===== src/rtl/fwd_pkg.sv =====
package fwd_pkg;

  // number of execute-stage source operands handled
  localparam int NUM_SRC = 2;

  typedef enum logic [1:0] {
    SEL_RF  = 2'b00,
    SEL_WB  = 2'b01,
    SEL_MEM = 2'b10
  } fwdSel_e;

  // strobes from the compare datapath to the select control
  typedef struct packed {
    logic [NUM_SRC-1:0] memHit;
    logic [NUM_SRC-1:0] wbHit;
    logic [NUM_SRC-1:0] loadHit;
  } hazStrobes_t;

endpackage


===== src/rtl/fwd_match.sv =====
module fwd_match #(
  parameter int REG_AW = 5
) (
  input  logic [REG_AW-1:0] srcReg,
  input  logic [REG_AW-1:0] dstReg,
  input  logic              dstValid,
  output logic              hit
);
  logic srcNonZero;
  logic sameReg;

  always_comb begin
    srcNonZero = |srcReg;
    sameReg    = (srcReg == dstReg);
    hit        = dstValid & srcNonZero & sameReg;
  end
endmodule


===== src/rtl/fwd_datapath.sv =====
module fwd_datapath
  import fwd_pkg::*;
#(
  parameter int REG_AW = 5
) (
  input  logic [NUM_SRC-1:0][REG_AW-1:0] exSrc,
  input  logic [NUM_SRC-1:0][REG_AW-1:0] idSrc,
  input  logic [NUM_SRC-1:0]             idUse,
  input  logic [REG_AW-1:0]              exDest,
  input  logic                           exRegWr,
  input  logic                           exMemRd,
  input  logic [REG_AW-1:0]              memDest,
  input  logic                           memRegWr,
  input  logic [REG_AW-1:0]              wbDest,
  input  logic                           wbRegWr,
  output hazStrobes_t                    strobes
);
  logic                 exIsLoad;
  logic [NUM_SRC-1:0]   memHitVec;
  logic [NUM_SRC-1:0]   wbHitVec;
  logic [NUM_SRC-1:0]   loadHitVec;

  assign exIsLoad = exRegWr & exMemRd;

  for (genvar g = 0; g < NUM_SRC; g++) begin : g_src
    // execute source against memory-stage producer
    fwd_match #(.REG_AW(REG_AW)) u_memMatch (
      .srcReg  (exSrc[g]),
      .dstReg  (memDest),
      .dstValid(memRegWr),
      .hit     (memHitVec[g])
    );
    // execute source against write-back producer
    fwd_match #(.REG_AW(REG_AW)) u_wbMatch (
      .srcReg  (exSrc[g]),
      .dstReg  (wbDest),
      .dstValid(wbRegWr),
      .hit     (wbHitVec[g])
    );
    // decode source against a load sitting in execute
    fwd_match #(.REG_AW(REG_AW)) u_loadMatch (
      .srcReg  (idSrc[g]),
      .dstReg  (exDest),
      .dstValid(exIsLoad & idUse[g]),
      .hit     (loadHitVec[g])
    );
  end

  always_comb begin
    strobes         = '0;
    strobes.memHit  = memHitVec;
    strobes.wbHit   = wbHitVec;
    strobes.loadHit = loadHitVec;
  end
endmodule


===== src/rtl/fwd_ctrl.sv =====
module fwd_ctrl
  import fwd_pkg::*;
(
  input  hazStrobes_t              strobes,
  output logic [NUM_SRC-1:0][1:0]  selVec,
  output logic                     stall
);
  for (genvar g = 0; g < NUM_SRC; g++) begin : g_sel
    fwdSel_e pick;
    always_comb begin
      // youngest producer is checked first
      if (strobes.memHit[g])     pick = SEL_MEM;
      else if (strobes.wbHit[g]) pick = SEL_WB;
      else                       pick = SEL_RF;
      selVec[g] = pick;
    end
  end

  assign stall = |strobes.loadHit;
endmodule


===== src/rtl/fwd_unit.sv =====
module fwd_unit
  import fwd_pkg::*;
#(
  parameter int REG_AW = 5
) (
  input  logic              clk,
  input  logic              rst_n,
  input  logic [REG_AW-1:0] exRs,
  input  logic [REG_AW-1:0] exRt,
  input  logic [REG_AW-1:0] idRs,
  input  logic [REG_AW-1:0] idRt,
  input  logic              idUseRs,
  input  logic              idUseRt,
  input  logic [REG_AW-1:0] exDest,
  input  logic              exRegWr,
  input  logic              exMemRd,
  input  logic [REG_AW-1:0] memDest,
  input  logic              memRegWr,
  input  logic [REG_AW-1:0] wbDest,
  input  logic              wbRegWr,
  output logic [1:0]        fwdSelA,
  output logic [1:0]        fwdSelB,
  output logic              loadUseStall
);
  localparam int OP_A = 0;
  localparam int OP_B = 1;

  logic [NUM_SRC-1:0][REG_AW-1:0] exSrc;
  logic [NUM_SRC-1:0][REG_AW-1:0] idSrc;
  logic [NUM_SRC-1:0]             idUse;
  logic [NUM_SRC-1:0][1:0]        selVec;
  hazStrobes_t                    strobes;

  assign exSrc[OP_A] = exRs;
  assign exSrc[OP_B] = exRt;
  assign idSrc[OP_A] = idRs;
  assign idSrc[OP_B] = idRt;
  assign idUse[OP_A] = idUseRs;
  assign idUse[OP_B] = idUseRt;

  fwd_datapath #(.REG_AW(REG_AW)) u_dp (
    .exSrc   (exSrc),
    .idSrc   (idSrc),
    .idUse   (idUse),
    .exDest  (exDest),
    .exRegWr (exRegWr),
    .exMemRd (exMemRd),
    .memDest (memDest),
    .memRegWr(memRegWr),
    .wbDest  (wbDest),
    .wbRegWr (wbRegWr),
    .strobes (strobes)
  );

  fwd_ctrl u_ctrl (
    .strobes(strobes),
    .selVec (selVec),
    .stall  (loadUseStall)
  );

  assign fwdSelA = selVec[OP_A];
  assign fwdSelB = selVec[OP_B];
endmodule


===== config.mk =====
export PLATFORM = sky130hd
export DESIGN_NAME = fwd_unit
export DESIGN_NICKNAME = d
export VERILOG_FILES = /design/src/rtl/fwd_pkg.sv /design/src/rtl/fwd_match.sv /design/src/rtl/fwd_datapath.sv /design/src/rtl/fwd_ctrl.sv /design/src/rtl/fwd_unit.sv
export SDC_FILE = /design/constraint.sdc
export NUM_CORES = 1
export LEC_CHECK = 0
export BUFFER_PORTS_ARGS = -buffer_cell sky130_fd_sc_hd__buf_2
export CAP_MARGIN = 10
export CORE_AREA = 2 2 46 48
export DETAILED_ROUTE_END_ITERATION = 8
export DIE_AREA = 0 0 48 50
export MAX_ROUTING_LAYER = met4
export SLEW_MARGIN = 20
export SYNTH_ARGS = -nofsm -noshare
export SYNTH_HDL_FRONTEND = slang
export SYNTH_SLANG_ARGS = --single-unit

===== constraint.sdc =====
create_clock -name vclk -period 1.2
set_input_delay 0.06 -clock vclk [all_inputs]
set_output_delay 0.06 -clock vclk [all_outputs]
set_load 0.03 [all_outputs]

==> Yosys cells after proc, flatten, opt, wreduce, memory -nomap -nowiden <==
Cells that the tools add are included.
W data, S select, Z words.
{ "totals": {"reg_bits": 0, "in_bits": 43, "output_inout_bits": 5, "word_cells": 30} }
{ "classes": {"n_eq_ne": 6, "mux": 4, "n_bitwise": 15, "n_reduce_logical": 5} }
{ "ops": {"columns": ["op", "n"], "rows": [
  ["$eq A5 B5 Y1", 6],
  ["$reduce_or A5 Y1", 4],
  ["$and A1 B1 Y1", 15],
  ["$mux W2", 2],
  ["$mux W1", 2],
  ["$reduce_or A2 Y1", 1]
]} }

==> Depth between registers and ports, before layout <==
Gate-level depths: netlist of run 1.
{ "logic_depth": {"word_depth": 5, "depth_mapped": 4, "mapped_depth_nobuf": 4} }

==> Cells and area by module <==
A second synthesis of run 1 with hierarchy kept.
{ "hier_totals": {"hier_cells": 67, "area_unflattened_um2": 504.2} }
{ "modules_own_cells": {"columns": ["mod", "n_inst", "cells_per_inst", "area_each_um2", "seq_area_each_um2"], "rows": [
  ["fwd_match", 6, 10, 76.3, 0.0],
  ["fwd_ctrl", 1, 5, 33.8, 0.0],
  ["fwd_datapath", 1, 2, 12.5, 0.0]
]} }

==> Worst setup path before layout of run 1 <==
Ideal clock, no wire load.
{ "synth_timing": {"path_type": "input to output", "start": "in exRs[0]", "end": "out fwdSelA[0]", "arrival_time_ns": 1.415, "required_ns": 1.140, "setup_slack_ns": -0.275, "cell_stages": 4, "n_path_buf": 0, "path_cell_list": "or4_4 -> nor2_4 -> nor4_2 -> nor4_2"} }
{ "synth_via": {"word_cells_on_any_way": 9, "classes_between": "eq/ne (2); mux (2); bitwise (4); reduce/logical (1)"} }
{ "synth_lines": {"columns": ["item", "line_no", "source"], "rows": [
  ["from (decl)", "fwd_unit.sv:8", "input logic [REG_AW-1:0] exRs,"],
  ["$reduce_or A5 Y1", "fwd_match.sv:13", "srcNonZero = |srcReg;"],
  ["$and A1 B1 Y1", "fwd_match.sv:15", "hit = dstValid & srcNonZero & sameReg;"],
  ["$and A1 B1 Y1 (*)", "fwd_match.sv:15", null],
  ["named net u_dp.g_src[0].u_memMatch.hit", "fwd_match.sv:7", "output logic hit"],
  ["$mux W2 (*)", "fwd_ctrl.sv:12", "if (strobes.memHit[g]) pick = SEL_MEM;"],
  ["to (decl)", "fwd_unit.sv:21", "output logic [1:0] fwdSelA,"]
]} }
The timed path passes the listed nets; every way through them passes the cells marked *.

==> Worst setup path after layout of run 1 <==
{ "layout_timing": {"start": "in exRt[4]", "end": "out fwdSelB[0]"} }
{ "layout_via": {"elab_chain_cells": 5, "word_cells_on_any_way": 9, "classes_between": "eq/ne (2); mux (2); bitwise (4); reduce/logical (1)"} }
{ "layout_rtl": {"columns": ["item", "line_no", "source"], "rows": [
  ["from (decl)", "fwd_unit.sv:9", "input logic [REG_AW-1:0] exRt,"],
  ["$reduce_or A5 Y1", "fwd_match.sv:13", null],
  ["$and A1 B1 Y1 (2 in a row)", "fwd_match.sv:15", null],
  ["$mux W1", "fwd_ctrl.sv:13", "else if (strobes.wbHit[g]) pick = SEL_WB;"],
  ["$mux W2 (*)", "fwd_ctrl.sv:12", null],
  ["to (decl)", "fwd_unit.sv:22", "output logic [1:0] fwdSelB,"]
]} }
Every way passes the cells marked *; elsewhere a longest branch is shown, timed or not.

==> results of run 1 <==
==> per-stage QoR <==
step | power (mW) | hold slack [ps] | TNS, ps | cell area (sq um)
finish | 0.290 | 506 | -304 | 928
global route | 0.316 | 529 | -637 | 928
CTS | 0.282 | 507 | -381 | 900
detailed placement | 0.266 | 533 | -591 | 842
global placement | 0.261 | 533 | -501 | 842
floorplan | 0.116 | 280 | -174 | 480
==> layout by cell type (no fill, tap or decap) <==
master / n
nor2_4: 2
nand4_1: 6
nor4_2: 1
buf_6: 7
and2_1: 1
xnor2_1: 18
buf_2: 39
nand2_1: 2
nor3_1: 2
xnor2_2: 3
buf_4: 16
xor2_1: 7
nor4_1: 2
o22ai_2: 1
or4_4: 3
nor4_4: 3
a21oi_1: 1
o2111ai_1: 1
==> worst max-delay path by stage <==
stage / start / to / slack, ps / cells after the start
2_1_floorplan: exRs[0] / fwdSelA[0] / -90 / 4
3_3_place_gp: exRt[4] / fwdSelB[0] / -170 / 6
3_5_place_dp: exRs[0] / fwdSelA[0] / -180 / 6
4_1_cts: exRs[0] / fwdSelA[0] / -160 / 6
5_1_grt: exRs[0] / fwdSelA[0] / -230 / 6
6_report: exRt[4] / fwdSelB[0] / -130 / 6
==> power breakdown <==
part           switching, mW  total [mW]  leakage (nW)  internal [mW]
sequential                 0           0             0              0
clock                      0           0             0              0
combinational          0.126       0.290         0.402          0.164
==> layer usage <==
layer,vias to the layer above,GRT usage
met2,40,0.253
met1,270,0.129
met5,-,-
li1,323,-
met3,2,0.00733
met4,0,0.0135
==> tightest hold or removal path, stage by stage <==
cell	delay, ps
buf_2	110
nand2_1	90
nor4_4	60
buf_6	130
==> cells by family (layout without fill, tap and decap cells) <==
family	Yosys count	count (layout)
XOR/XNOR	28	28
AND/OR/NAND/NOR	22	22
buffers and inverters	2	62
AO/OA/AOI/OAI	3	3
==> what timing repair did <==
item | CTS | global route
buffers inserted | 1 | 0
hold buffers | 0 | 0
pin swaps | 1 | 2
resized for setup | 11 | 5
hold endpoints to repair | 0 | 0
endpoints found under the setup margin | 5 | 5
==> cell type report <==
| class | count | area [sq um] |
|---|---|---|
| Multi-Input combinational cell | 53 | 500 |
| Timing Repair Buffer | 62 | 394 |
| Fill cell | 198 | 973 |
| Tap cell | 27 | 33.8 |
==> results.md, run 1 <==
- Hold path endpoint: fwdSelA[0]
- Clock buffers: 0
- Synth Area in Compound Gates: 0.0438
- Detailed-route via count: 635
- Simple-gate area share of the yosys netlist: 0.386
- Crit start category: input port
- Die X: 48 microns
- Max stage delay on crit path: 540 ps
- Maxcap violations: 0
- Worst Path Arrival: 1270 ps
- Violated checks: setup timing
- # nets final: 160
- Multiplexer share of the synthesized area: 0
- Floorplan row count: 16
- Drt pass-1 iters: 4
- Worst hold stages: 4
- Actual slew at the worst max-slew pin: 363 ps
- Number of antenna diodes: 0
- Max-slew headroom: 0.756
- Cell with the most instances after synthesis: xnor2_1
- Synth top area cells: xnor2_1 40%, xor2_1 13%, nor4_2 11%, nand4_1 8.2%, nor2_4 4.9%
- 1st-iter DRT viols: 4
- Reg area: 0 sq um
- Finished Layout Cells: 142
- Final Hold Vio Count: 0
- Critical Path Sink Type: output pin
- Drc violations: 0
- Main combinational cell family by area after synthesis: XOR/XNOR gates
- Uppermost layer routed: met4
- Peak Freq: 0.749 GHz
- Req. time, crit path: 1140 ps
- GR Overflow Total: 0
- Yosys top cell area share: 0.403
- Pwr per Cell Area: 312 nW/um^2
- Share of post-route cells with drive strength above 1: 0.652
- Seq cells: 0
- Pre-CTS setup slack: -184 ps
- Area share of fa/ha/maj cells after synthesis: 0
- Port bufs: 46
- Final RePlAce weighted congestion: 0.738
- Final Max Tran Viols: 0
- DRT Wirelength: 1420 microns
- Worst Slack Setup Final: -134 ps
- Leakage Power: 0.402 nW
- Yosys Warn Count: 0
- Delay-heaviest family, CP: simple AND/OR/NAND/NOR gates
- Worst min-delay path class: in2out
- XOR/XNOR Fraction of Synth Area: 0.537
- Area delta synth->final: 103%
- Met3 routed WL: 154 microns
- Syn Nets: 98
- First-pass GRT wire length: 2280 microns
- Met1 wire length: 503 microns
- Synthesized area: 457 sq um
- # setup viols final: 5
- Worst Setup Path Type: in2out
- Post-DRT Antenna Nets: 0
- Pin count of the biggest net entering global routing: 5
- Vias per cell: 4.47
- Starting Density: 0.240
- Hold Startpoint: wbRegWr
- Seq/Total Area, Yosys: 0
- Post-Place Cells: 141
- Final core utilization: 0.488
- Worst path slowest cell: or4_4
- Global Route Usage Sum: 0.127
- Die area: 2400 sq um
- Final min period: 1330 ps
- Worst-path fanout max: 2
- Avg Cell Area, Syn: 8.30 sq um
- Antenna violations before repair: 0
- Wirelength per Cell: 10.0 microns
- Vias in the first global route: 612
- Die Y: 50 microns
- Core area: 1900 sq um
- Status: complete, but fails checks
- Final period utilization: 1.11
- WP buf/inv: 2
- Metal2 WL: 751 microns
- Ports: 48
- Top cell by count, worst path: nor4_4
- Synth top cells by count: 21 x xnor2_1, 7 x xor2_1, 6 x nand4_1, 4 x nor4_2
- Netlist cell types: 15
- VDD IR max: 0.000149 V
- RSZ-0062 raised after global routing: yes
- Critical path, cell by cell: buf_6, or4_4, nor2_4, nor4_4, nor4_4, buf_4
- HPWL after DPL: 1290 microns
- Syn Inst Count: 55
- Yosys top cell by area: xnor2_1
(Power assumes the default switching activity.)
==> run 2, diff against run 1 <==
==> constraint.sdc (replaced) <==
create_clock -name vclk -period 1.1
set_input_delay 0.055 -clock vclk [all_inputs]
set_output_delay 0.055 -clock vclk [all_outputs]
set_load 0.03 [all_outputs]
==> results.md, run 2 (synthesis results as in run 1) <==
- GR Overflow Total: 0
- Die Y: 50 microns
- Status: complete, but fails checks
- Share of post-route cells with drive strength above 1: 0.713
- Pwr per Cell Area: 351 nW/um^2
- Setup TNS: -853 ps
- Pre-CTS setup slack: -275 ps
- Seq cells: 0
- Maxcap violations: 0
- Final Hold Vio Count: 0
- # setup viols final: 5
- Finished Layout Cells: 149
- Comb pwr share: 1.000
- Internal Power: 0.219 mW
- Post-DRT Antenna Nets: 0
- VDD IR max: 0.000180 V
- Die area: 2400 sq um
- Final period utilization: 1.23
- Hold Startpoint: wbRegWr
- 1st-iter DRT viols: 0
- Pin count of the biggest net entering global routing: 5
- Detailed-route via count: 671
- Clock buffers: 0
- Req. time, crit path: 1040 ps
- Final Max Tran Viols: 0
- Critical Path Sink Type: output pin
- Worst Path Arrival: 1290 ps
- Final RePlAce weighted congestion: 0.747
- Final min period: 1350 ps
- DRT Wirelength: 1810 microns
- Post-Place Cells: 146
- Delay-heaviest family, CP: simple AND/OR/NAND/NOR gates
- Final-layout fill cell count: 175
- Reg power frac: 0
- Final core utilization: 0.570
- Reg area: 0 sq um
- Worst Setup Path Type: in2out
- Worst-path fanout max: 2
- Drt pass-1 iters: 1
- Hold slack: 501 ps
- Drc violations: 0
- Wirelength per Cell: 12.2 microns
- Actual slew at the worst max-slew pin: 305 ps
- Ports: 48
- Most common cell after layout, fill and taps aside: buf_2
- Peak Freq: 0.741 GHz
- Worst Slack Setup Final: -250 ps
- HPWL after DPL: 1420 microns
- Vias in the first global route: 685
- Worst min-delay path class: in2out
- Port bufs: 46
- Area after DPL: 887 sq um
- # nets final: 167
- Design Area, Final: 1080 sq um
- Crit start category: input port
- Core area: 1900 sq um
- Violated checks: setup timing
- Number of antenna diodes: 0
- Critical path, cell by cell: buf_6, or4_4, nor2_4, nor4_4, nor4_4, buf_6
- First-pass GRT wire length: 2690 microns
- Antenna violations before repair: 0
- Global Route Usage Sum: 0.157
- RSZ-0062 raised after global routing: yes
- Clk pwr share: 0
- Most frequent cells in the layout: 32 x buf_2, 21 x buf_4, 16 x buf_6, 15 x xnor2_1
- Sw frac: 0.425
- Floorplan row count: 16
- Max stage delay on crit path: 550 ps
- Worst path slowest cell: or4_4
- Power Total: 0.380 mW
- Starting Density: 0.240
- Die X: 48 microns
- Net switching power: 0.162 mW
- Leakage Power: 0.470 nW
- Max-slew headroom: 0.795
- WP buf/inv: 2
- Vias per cell: 4.50
- Critical Path Source: exRs[0]
- Area delta synth->final: 138%
-- run 2: changes by cell type in the layout (fill, tap and decap cells not counted), sizes merged --
cell	previous run	this run
buf	62	69
-- run 2: tightest hold or removal path, stage by stage --
cell	delay, ps
buf_2	110
nand2_1	100
nor4_4	60
buf_6	130
-- run 2: power by group through the flow --
stage	logic (mW)	registers [mW]	clock network (mW)
floorplan	0.130	0	0
global placement	0.301	0	0
detailed placement	0.308	0	0
CTS	0.351	0	0
global route	0.409	0	0
finish	0.380	0	0
-- run 2: what timing repair did --
action,4_1_cts,5_1_grt
gates resized for setup,22,10
pin swaps,5,5
gates cloned,0,0
hold buffers,0,0
buffers inserted,4,4
setup endpoints to repair,5,5
-- run 2: layout make-up --
class / count / area [sq um] / area share
timing repair buffer: 69 / 498 / 0.459
multi-input combinational: 53 / 553 / 0.510
tap: 27 / 33.8 / 0.0311
-- run 2: per-layer routing --
| metal | up-vias | track usage | routed length [microns] |
|---|---|---|---|
| li1 | 336 | - | - |
| met1 | 299 | 0.133 | 596 |
| met2 | 36 | 0.349 | 1090 |
| met3 | 0 | 0.00733 | 127 |
| met4 | 0 | 0 | 0 |
| met5 | - | - | 0 |
-- run 2: path summary, 6_finish.rpt --
check / end / cells past startpoint
max: fwdSelA[0] / 6
min: fwdSelB[0] / 4
